--- src/rtl/cfr_pkg.sv ---
package cfr_pkg;
  localparam int FLAG_W = 8;
  localparam int SEL_W  = 2;
  localparam int CP_BIT = FLAG_W - 1;
  localparam int HW_W   = FLAG_W - 1;

  typedef enum logic [SEL_W-1:0] {
    SEL_STATUS = 2'd0,
    SEL_ACCUM  = 2'd1,
    SEL_MASK   = 2'd2,
    SEL_FAULT  = 2'd3
  } rd_sel_e;
endpackage

--- src/rtl/cfr_coupled.sv ---
module cfr_coupled (
  input  logic clk,
  input  logic rst_n,
  input  logic set_i,
  input  logic prog_wr_i,
  input  logic prog_chg_i,
  output logic flag_d_o,
  output logic flag_q_o
);
  // set has priority over a quiet programming write
  always_comb begin
    flag_d_o = flag_q_o;
    if (set_i)
      flag_d_o = 1'b1;
    else if (prog_wr_i && !prog_chg_i)
      flag_d_o = 1'b0;
  end

  always_ff @(posedge clk) begin
    if (!rst_n) flag_q_o <= 1'b0;
    else        flag_q_o <= flag_d_o;
  end
endmodule

--- src/rtl/cfr_sticky.sv ---
module cfr_sticky #(
  parameter int W      = 8,
  parameter bit RELOAD = 1'b0
) (
  input  logic         clk,
  input  logic         rst_n,
  input  logic [W-1:0] set_i,
  input  logic         clr_i,
  input  logic [W-1:0] reload_i,
  output logic [W-1:0] q_o
);
  for (genvar b = 0; b < W; b++) begin : g_bit
    logic clr_val;
    if (RELOAD) begin : g_rl
      assign clr_val = reload_i[b];
    end else begin : g_zero
      assign clr_val = 1'b0;
    end

    always_ff @(posedge clk) begin
      if (!rst_n)        q_o[b] <= 1'b0;
      else if (clr_i)    q_o[b] <= clr_val;
      else if (set_i[b]) q_o[b] <= 1'b1;
    end
  end
endmodule

--- src/rtl/cfr_rdport.sv ---
module cfr_rdport
  import cfr_pkg::*;
#(
  parameter int W = FLAG_W
) (
  input  logic             clk,
  input  logic             rst_n,
  input  logic             req_valid_i,
  output logic             req_ready_o,
  input  logic [SEL_W-1:0] req_sel_i,
  input  logic [W-1:0]     stat_i,
  input  logic [W-1:0]     acc_i,
  input  logic [W-1:0]     mask_i,
  input  logic [W-1:0]     fault_i,
  output logic             acc_rd_o,
  output logic             fault_rd_o,
  output logic             resp_valid_o,
  input  logic             resp_ready_i,
  output logic [W-1:0]     resp_data_o
);
  logic         fire;
  logic [W-1:0] sel_val;

  assign req_ready_o = !resp_valid_o || resp_ready_i;
  assign fire        = req_valid_i && req_ready_o;
  assign acc_rd_o    = fire && (rd_sel_e'(req_sel_i) == SEL_ACCUM);
  assign fault_rd_o  = fire && (rd_sel_e'(req_sel_i) == SEL_FAULT);

  always_comb begin
    unique case (rd_sel_e'(req_sel_i))
      SEL_STATUS: sel_val = stat_i;
      SEL_ACCUM:  sel_val = acc_i;
      SEL_MASK:   sel_val = mask_i;
      SEL_FAULT:  sel_val = fault_i;
      default:    sel_val = '0;
    endcase
  end

  always_ff @(posedge clk) begin
    if (!rst_n) begin
      resp_valid_o <= 1'b0;
      resp_data_o  <= '0;
    end else if (fire) begin
      resp_valid_o <= 1'b1;
      resp_data_o  <= sel_val;
    end else if (resp_ready_i) begin
      resp_valid_o <= 1'b0;
    end
  end
endmodule

--- src/rtl/chan_flag_regs.sv ---
module chan_flag_regs
  import cfr_pkg::*;
(
  input  logic              clk,
  input  logic              rst_n,
  input  logic [HW_W-1:0]   cond_i,
  input  logic              cp_event_i,
  input  logic              prog_wr_i,
  input  logic              prog_chg_i,
  input  logic              wr_en_i,
  input  logic              wr_sel_i,
  input  logic [FLAG_W-1:0] wr_data_i,
  input  logic              req_valid_i,
  output logic              req_ready_o,
  input  logic [SEL_W-1:0]  req_sel_i,
  output logic              resp_valid_o,
  input  logic              resp_ready_i,
  output logic [FLAG_W-1:0] resp_data_o,
  output logic              srq_o
);
  logic              cp_d, cp_q;
  logic [FLAG_W-1:0] stat_d, stat_q;
  logic [FLAG_W-1:0] acc_q, mask_q, fault_q;
  logic              srq_en_q;
  logic              acc_rd, fault_rd;

  cfr_coupled u_cp (
    .clk(clk), .rst_n(rst_n), .set_i(cp_event_i),
    .prog_wr_i(prog_wr_i), .prog_chg_i(prog_chg_i),
    .flag_d_o(cp_d), .flag_q_o(cp_q)
  );

  assign stat_d = {cp_d, cond_i};

  always_ff @(posedge clk) begin
    if (!rst_n) stat_q[HW_W-1:0] <= '0;
    else        stat_q[HW_W-1:0] <= cond_i;
  end
  assign stat_q[CP_BIT] = cp_q;

  // accumulator: gathers next status, reloads with it on read
  cfr_sticky #(.W(FLAG_W), .RELOAD(1'b1)) u_acc (
    .clk(clk), .rst_n(rst_n), .set_i(stat_d), .clr_i(acc_rd),
    .reload_i(stat_d), .q_o(acc_q)
  );

  // fault: captures masked live status, zeroed on read
  cfr_sticky #(.W(FLAG_W), .RELOAD(1'b0)) u_fault (
    .clk(clk), .rst_n(rst_n), .set_i(stat_q & mask_q), .clr_i(fault_rd),
    .reload_i('0), .q_o(fault_q)
  );

  always_ff @(posedge clk) begin
    if (!rst_n) begin
      mask_q   <= '0;
      srq_en_q <= 1'b0;
    end else if (wr_en_i) begin
      if (!wr_sel_i) mask_q   <= wr_data_i;
      else           srq_en_q <= wr_data_i[0];
    end
  end

  assign srq_o = srq_en_q && (|fault_q);

  cfr_rdport #(.W(FLAG_W)) u_rd (
    .clk(clk), .rst_n(rst_n),
    .req_valid_i(req_valid_i), .req_ready_o(req_ready_o), .req_sel_i(req_sel_i),
    .stat_i(stat_q), .acc_i(acc_q), .mask_i(mask_q), .fault_i(fault_q),
    .acc_rd_o(acc_rd), .fault_rd_o(fault_rd),
    .resp_valid_o(resp_valid_o), .resp_ready_i(resp_ready_i),
    .resp_data_o(resp_data_o)
  );
endmodule

--- config.mk ---
export PLATFORM = sky130hd
export DESIGN_NAME = chan_flag_regs
export DESIGN_NICKNAME = d
export VERILOG_FILES = /design/src/rtl/cfr_pkg.sv /design/src/rtl/cfr_coupled.sv /design/src/rtl/cfr_sticky.sv /design/src/rtl/cfr_rdport.sv /design/src/rtl/chan_flag_regs.sv
export SDC_FILE = /design/constraint.sdc
export NUM_CORES = 1
export LEC_CHECK = 0
export ABC_AREA = 1
export CORE_ASPECT_RATIO = 1.1
export CORE_MARGIN = 1.5
export CORE_UTILIZATION = 53
export DETAILED_ROUTE_END_ITERATION = 10
export PLACE_DENSITY = 0.82
export SLEW_MARGIN = 40
export SYNTH_ARGS = -nofsm -noshare
export SYNTH_HDL_FRONTEND = slang
export SYNTH_SLANG_ARGS = --single-unit
--- constraint.sdc ---
create_clock -name clk -period 1.95 [get_ports clk]
set_clock_uncertainty 0.1 [all_clocks]
set_input_delay 0.2925 -clock clk [delete_from_list [all_inputs] [get_ports clk]]
set_output_delay 0.2925 -clock clk [all_outputs]
set_load 0.05 [all_outputs]
==> metrics.txt, run 1 <==
Area growth, synth to finish=27.6%; CTS Buf Count=5; I/O pins=37; Crit path required time=1560 ps; core box area=3020 sq um; first-pass iteration count of the detailed router=4; share of cells above drive strength 1=9.54%; post-synthesis sequential area ratio=50.1%; final setup violation count=0; # fillers=268; status=completed; clk buf depth=2; antenna violations before repair=0; largest net degree at the start of global routing=20; Synth Net Count=249; Max IR drop VDD=571 uV; R2R Path Start=u_rd.resp_valid_o; first-pass GRT wire length=6.22 mm; CTS sink cnt=42; share of the synthesized area in the top cell type=50.1%; Initial Utilization=55.6%; Reg clk slew, reported paths=110 ps; Routed WL per cell=12.3 um; Routed Antenna Nets=0; Crit-path slowest cell=clkdlybuf4s50_1; worst path bufs/invs=1; H-tree Lvls=2; placed cells=290; dpl hpwl=2.67 mm; Slowest Stage Delay on Critical Path=810 ps; R2R depth=4; most frequent cells in the layout=nor2_1, dfxtp_1, nand2_1, clkdlybuf4s50_1, nand3_1; Final Critical Period=1900 ps; die area=3520 sq um; cell count after synthesis=223; Die Width=56.7 um; crit path launch=u_rd.resp_data_o[5]; WP data arrival=1510 ps; die height=62.0 um; number of global-route vias before repair=1403; critical path class=reg -> out; area leader, netlist=dfxtp_1; row count=21; Tot GR Track Use=23.6%; critical path fanouts, max=2; postcts setup bufs=0; f_max=526 MHz; Final Max Tran Viols=0; worst slew pin tran=512 ps; count of state elements after synthesis=42; path length in cells of the critical path=1; Syn. warnings=0; Lkg Pwr=0.979 nW; GRT overflow=0; CP startpoint kind=flop; drt drc=0; Worst setup endpoint=resp_data_o[5]; Register-to-Register Setup Slack=700 ps; First DRT Iteration DRCs=90; final WL=3.64 mm; number of antenna diodes=0; Final Hold Vio Count=0; hold crit path type=reg -> reg; nets@finish=289; RSZ-0062 raised after global routing=no; GP Congestion=0.815; Netlist cell types=20; fraction of the cycle the final worst path needs=97.6%; Via density=5.22; syn_area_per_cell=7.53 sq um; commonest non-fill, non-tap cell in the layout=nor2_1; Top delay family on crit path=buffers and inverters; P per Cell Area=768 nW/um^2; Max-Cap Viols=0; setup TNS=0 ps; clock latency on the worst-skew pair=350 ps; CP cell instances=clkdlybuf4s50_1; DR vias=1546; capturing point of the worst reg2reg path=u_fault.q_o[5]; # port buffers=36; Mapped Area=1680 sq um; Final Non-Filler Cells=296; CP Capture Type=output port; CTS root buf=clkbuf_4; CTS tree=done; Synth area leaders=dfxtp_1, nor2_1, nand2_1; Rel. slew slack=65.8%
## layer usage
metal	track usage (%)	wire (um)	vias up
met5	0	0	-
met4	8.50	65	0
met3	6.42	203	9
met2	39.7	1730	44
met1	29.7	1640	692
li1	-	-	801
## registers in the layout, indices dropped and copies added, names as in the netlist
signal	count
u_cp.flag_q_o	1
u_fault.q_o	8
stat_q	7
u_rd.resp_data_o	8
u_acc.q_o	8
mask_q	8
srq_en_q	1
u_rd.resp_valid_o	1
## metrics by stage
stage	area [sq um]	total power, mW	setup slack (ps)	utilization (%)	hold slack, ps
after floorplan	1680	1.13	283	-	304
after global placement	2090	1.25	241	69.2	352
after detailed placement	2090	1.25	244	69.2	357
after CTS	2140	1.65	38.4	70.8	373
after global routing	2140	1.73	1.32	70.9	388
final	2140	1.65	47.3	70.9	370
## worst min-delay path by stage
stage          slack (ps)  cells after the start                 from             endpoint
6_report              370                      2  u_rd.resp_data_o[0]  u_rd.resp_data_o[0]
5_1_grt               390                      3            cond_i[6]            stat_q[6]
4_1_cts               370                      2  u_rd.resp_data_o[0]  u_rd.resp_data_o[0]
3_5_place_dp          360                      2  u_rd.resp_data_o[0]  u_rd.resp_data_o[0]
3_3_place_gp          350                      2  u_rd.resp_data_o[2]  u_rd.resp_data_o[2]
2_1_floorplan         300                      2            cond_i[0]            stat_q[0]
## what timing repair did
item                                    4_1_cts  5_1_grt
resized for setup                             1        1
hold buffers                                  0        0
endpoints found under the setup margin        1        1
## cell usage after synthesis
master and n:
nand2_1 40, dfxtp_1 42, inv_2 4, a41oi_1 1, o21ai_2 1, buf_6 1
o21ai_1 1, a21oi_1 16, nand2_4 2, nand3_1 26, nor2_1 45, inv_1 15
nand4_1 1, buf_2 6, nand2_2 2, nor2_4 1, nor2_2 1, o21bai_1 7
a21oi_2 2, o21ai_0 9
## logic make-up (layout without fill, tap and decap cells)
logic type / Yosys count / after routing / share of synthesized area [%]
simple gates: 118 / 118 / 30.3
buf+inv: 26 / 65 / 6.71
flops: 42 / 42 / 50.1
compound gates: 37 / 37 / 13.0
## layout make-up
class / count / area (sq um) / share of cell area [%]
clock buffers: 6 / 51.3 / 2.39
repair buffers: 40 / 412 / 19.2
well taps: 34 / 42.5 / 1.98
multi-input cells: 155 / 726 / 33.9
flip-flops and latches: 42 / 841 / 39.2
inverters: 19 / 71.3 / 3.33
## power by group
group	switching, mW	total (mW)	internal (mW)
Combinational	0.162	0.287	0.125
Clock	0.250	0.412	0.163
Sequential	0.0352	0.947	0.912
Note: power is estimated with default switching activity, not from simulation.
==> run 2, diff against run 1 <==
Settings changed: CORE_MARGIN 1.5 to unset.
==> run 2 against run 1 <==
Sequential cell count is the same. Final area grew 1.6%. Count of clock-buffer cells in the layout grew 1. Die area shrank 3.3%. Combinational power is essentially flat. Largest cell class unchanged. Highest routed layer unchanged.
==> metrics.txt, run 2 (same netlist as run 1, synthesis figures left out) <==
First DRT Iteration DRCs=49 (was 90); # fillers=256 (was 268); Slowest Stage Delay on Critical Path=800 ps (was 810 ps); RSZ-0062 raised after global routing=no (unchanged); number of global-route vias before repair=1469 (was 1403); hold crit path type=reg -> reg (unchanged); GP Congestion=0.832 (was 0.815); Via density=5.20 (was 5.22); die height=61.0 um (was 62.0 um); hold_buf cts=0 (unchanged); share of cells above drive strength 1=9.47% (was 9.54%); CP Capture Type=output port (unchanged); first-pass GRT wire length=6.38 mm (was 6.22 mm); Final Hold Vio Count=0 (unchanged); WP data arrival=1500 ps (was 1510 ps); status=completed (unchanged); critical path fanouts, max=2 (unchanged); P per Cell Area=814 nW/um^2 (was 768 nW/um^2); GRT overflow=0 (unchanged); Max-Cap Viols=0 (unchanged); Tot GR Track Use=24.8% (was 23.6%); Final Max Tran Viols=0 (unchanged); critical path class=reg -> out (unchanged); Final Critical Period=1900 ps (about the same); FF/Latch Area=841 sq um (unchanged); Die Width=55.7 um (was 56.7 um); # port buffers=36 (unchanged); dpl hpwl=2.58 mm (was 2.67 mm); fraction of the cycle the final worst path needs=97.2% (was 97.6%); antenna violations before repair=0 (unchanged); clock latency on the worst-skew pair=360 ps (was 350 ps); core box area=3020 sq um (unchanged); final WL=3.56 mm (was 3.64 mm); CP startpoint kind=flop (unchanged); Routed WL per cell=11.9 um (was 12.3 um); Top delay family on crit path=buffers and inverters (unchanged); hold slack final=367 ps (was 370 ps); worst slew pin tran=502 ps (was 512 ps); Max IR drop VDD=618 uV (was 571 uV); Routed Antenna Nets=0 (unchanged); row count=21 (unchanged); Crit-path slowest cell=clkdlybuf4s50_1 (unchanged); largest net degree at the start of global routing=20 (unchanged); Initial Utilization=55.6% (unchanged); CTS root buf=clkbuf_4 (unchanged); drt drc=0 (unchanged); CTS tree=done (unchanged); Crit path required time=1560 ps (about the same); Reg clk slew, reported paths=120 ps (was 110 ps); CTS sink cnt=42 (unchanged); first-pass iteration count of the detailed router=4 (unchanged); die area=3400 sq um (was 3520 sq um); Rel. slew slack=66.5% (was 65.8%); commonest non-fill, non-tap cell in the layout=nor2_1 (unchanged); H-tree Lvls=2 (unchanged); CP cell instances=clkdlybuf4s50_1 (unchanged); setup TNS=0 ps (unchanged); Area growth, synth to finish=29.7% (was 27.6%); worst path bufs/invs=1 (unchanged); clk buf depth=2 (unchanged); CTS Buf Count=5 (unchanged); footprint of the multi-input gates=726 sq um (unchanged); DR vias=1550 (was 1546); number of antenna diodes=0 (unchanged); most frequent cells in the layout=nor2_1, dfxtp_1, nand2_1, clkdlybuf4s50_1, nand3_1 (unchanged); nets@finish=289 (unchanged); f_max=528 MHz (was 526 MHz); final setup violation count=0 (unchanged); Lkg Pwr=1.05 nW (was 0.979 nW); I/O pins=37 (unchanged)
[run 2: layer usage]
| metal | routed length [um] | vias up | global-route usage (%) |
|---|---|---|---|
| met5 | 0 | - | 0 |
| met1 | 1630 | 697 | 30.0 |
| met2 | 1670 | 48 | 42.2 |
| li1 | - | 799 | - |
| met3 | 195 | 6 | 6.93 |
| met4 | 64 | 0 | 11.4 |
[run 2: worst paths after layout]
check / start / to / slack, ps / cells past startpoint
min reg2reg: u_rd.resp_data_o[0] / u_rd.resp_data_o[0] / 370 / 2
max reg2reg: u_rd.resp_valid_o / u_fault.q_o[5] / 710 / 4
max: u_rd.resp_data_o[3] / resp_data_o[3] / 50 / 1
min: u_rd.resp_data_o[0] / u_rd.resp_data_o[0] / 370 / 2
[run 2: what timing repair did]
action                     in CTS  in global routing
buffers inserted                0                  0
pin swaps                       0                  0
setup endpoints to repair       1                  5
resized for setup               1                  5
[run 2: per-stage QoR]
stage	setup WS, ps	utilization [%]	std cells	total power [mW]	area (sq um)
floorplan	283	-	223	1.13	1680
global placement	258	69.2	290	1.25	2090
detailed placement	214	69.2	290	1.25	2090
CTS	29.6	71.6	298	1.78	2160
global route	4.82	72.0	298	1.87	2180
finish	54.6	72.0	298	1.77	2180
[run 2: layout make-up]
class,count,share of cell area [%]
flip-flops and latches,42,38.6
multi-input cells,155,33.3
repair buffers,40,19.4
inverters,19,3.28
clock buffers,7,2.07
well taps,34,1.95
clock inverters,1,1.38
[run 2: where the power goes]
| part | switching, mW | internal (mW) | leakage [nW] |
|---|---|---|---|
| registers | 0.0345 | 0.912 | 0.347 |
| clock network | 0.268 | 0.272 | 0.0395 |
| logic | 0.161 | 0.124 | 0.669 |
==> run 3, diff against run 2 <==
Settings changed: CTS_CLUSTER_SIZE set to 8.
==> results of run 3 <==
Same layout as run 2: the final DEF is identical, and so are final timing and power.
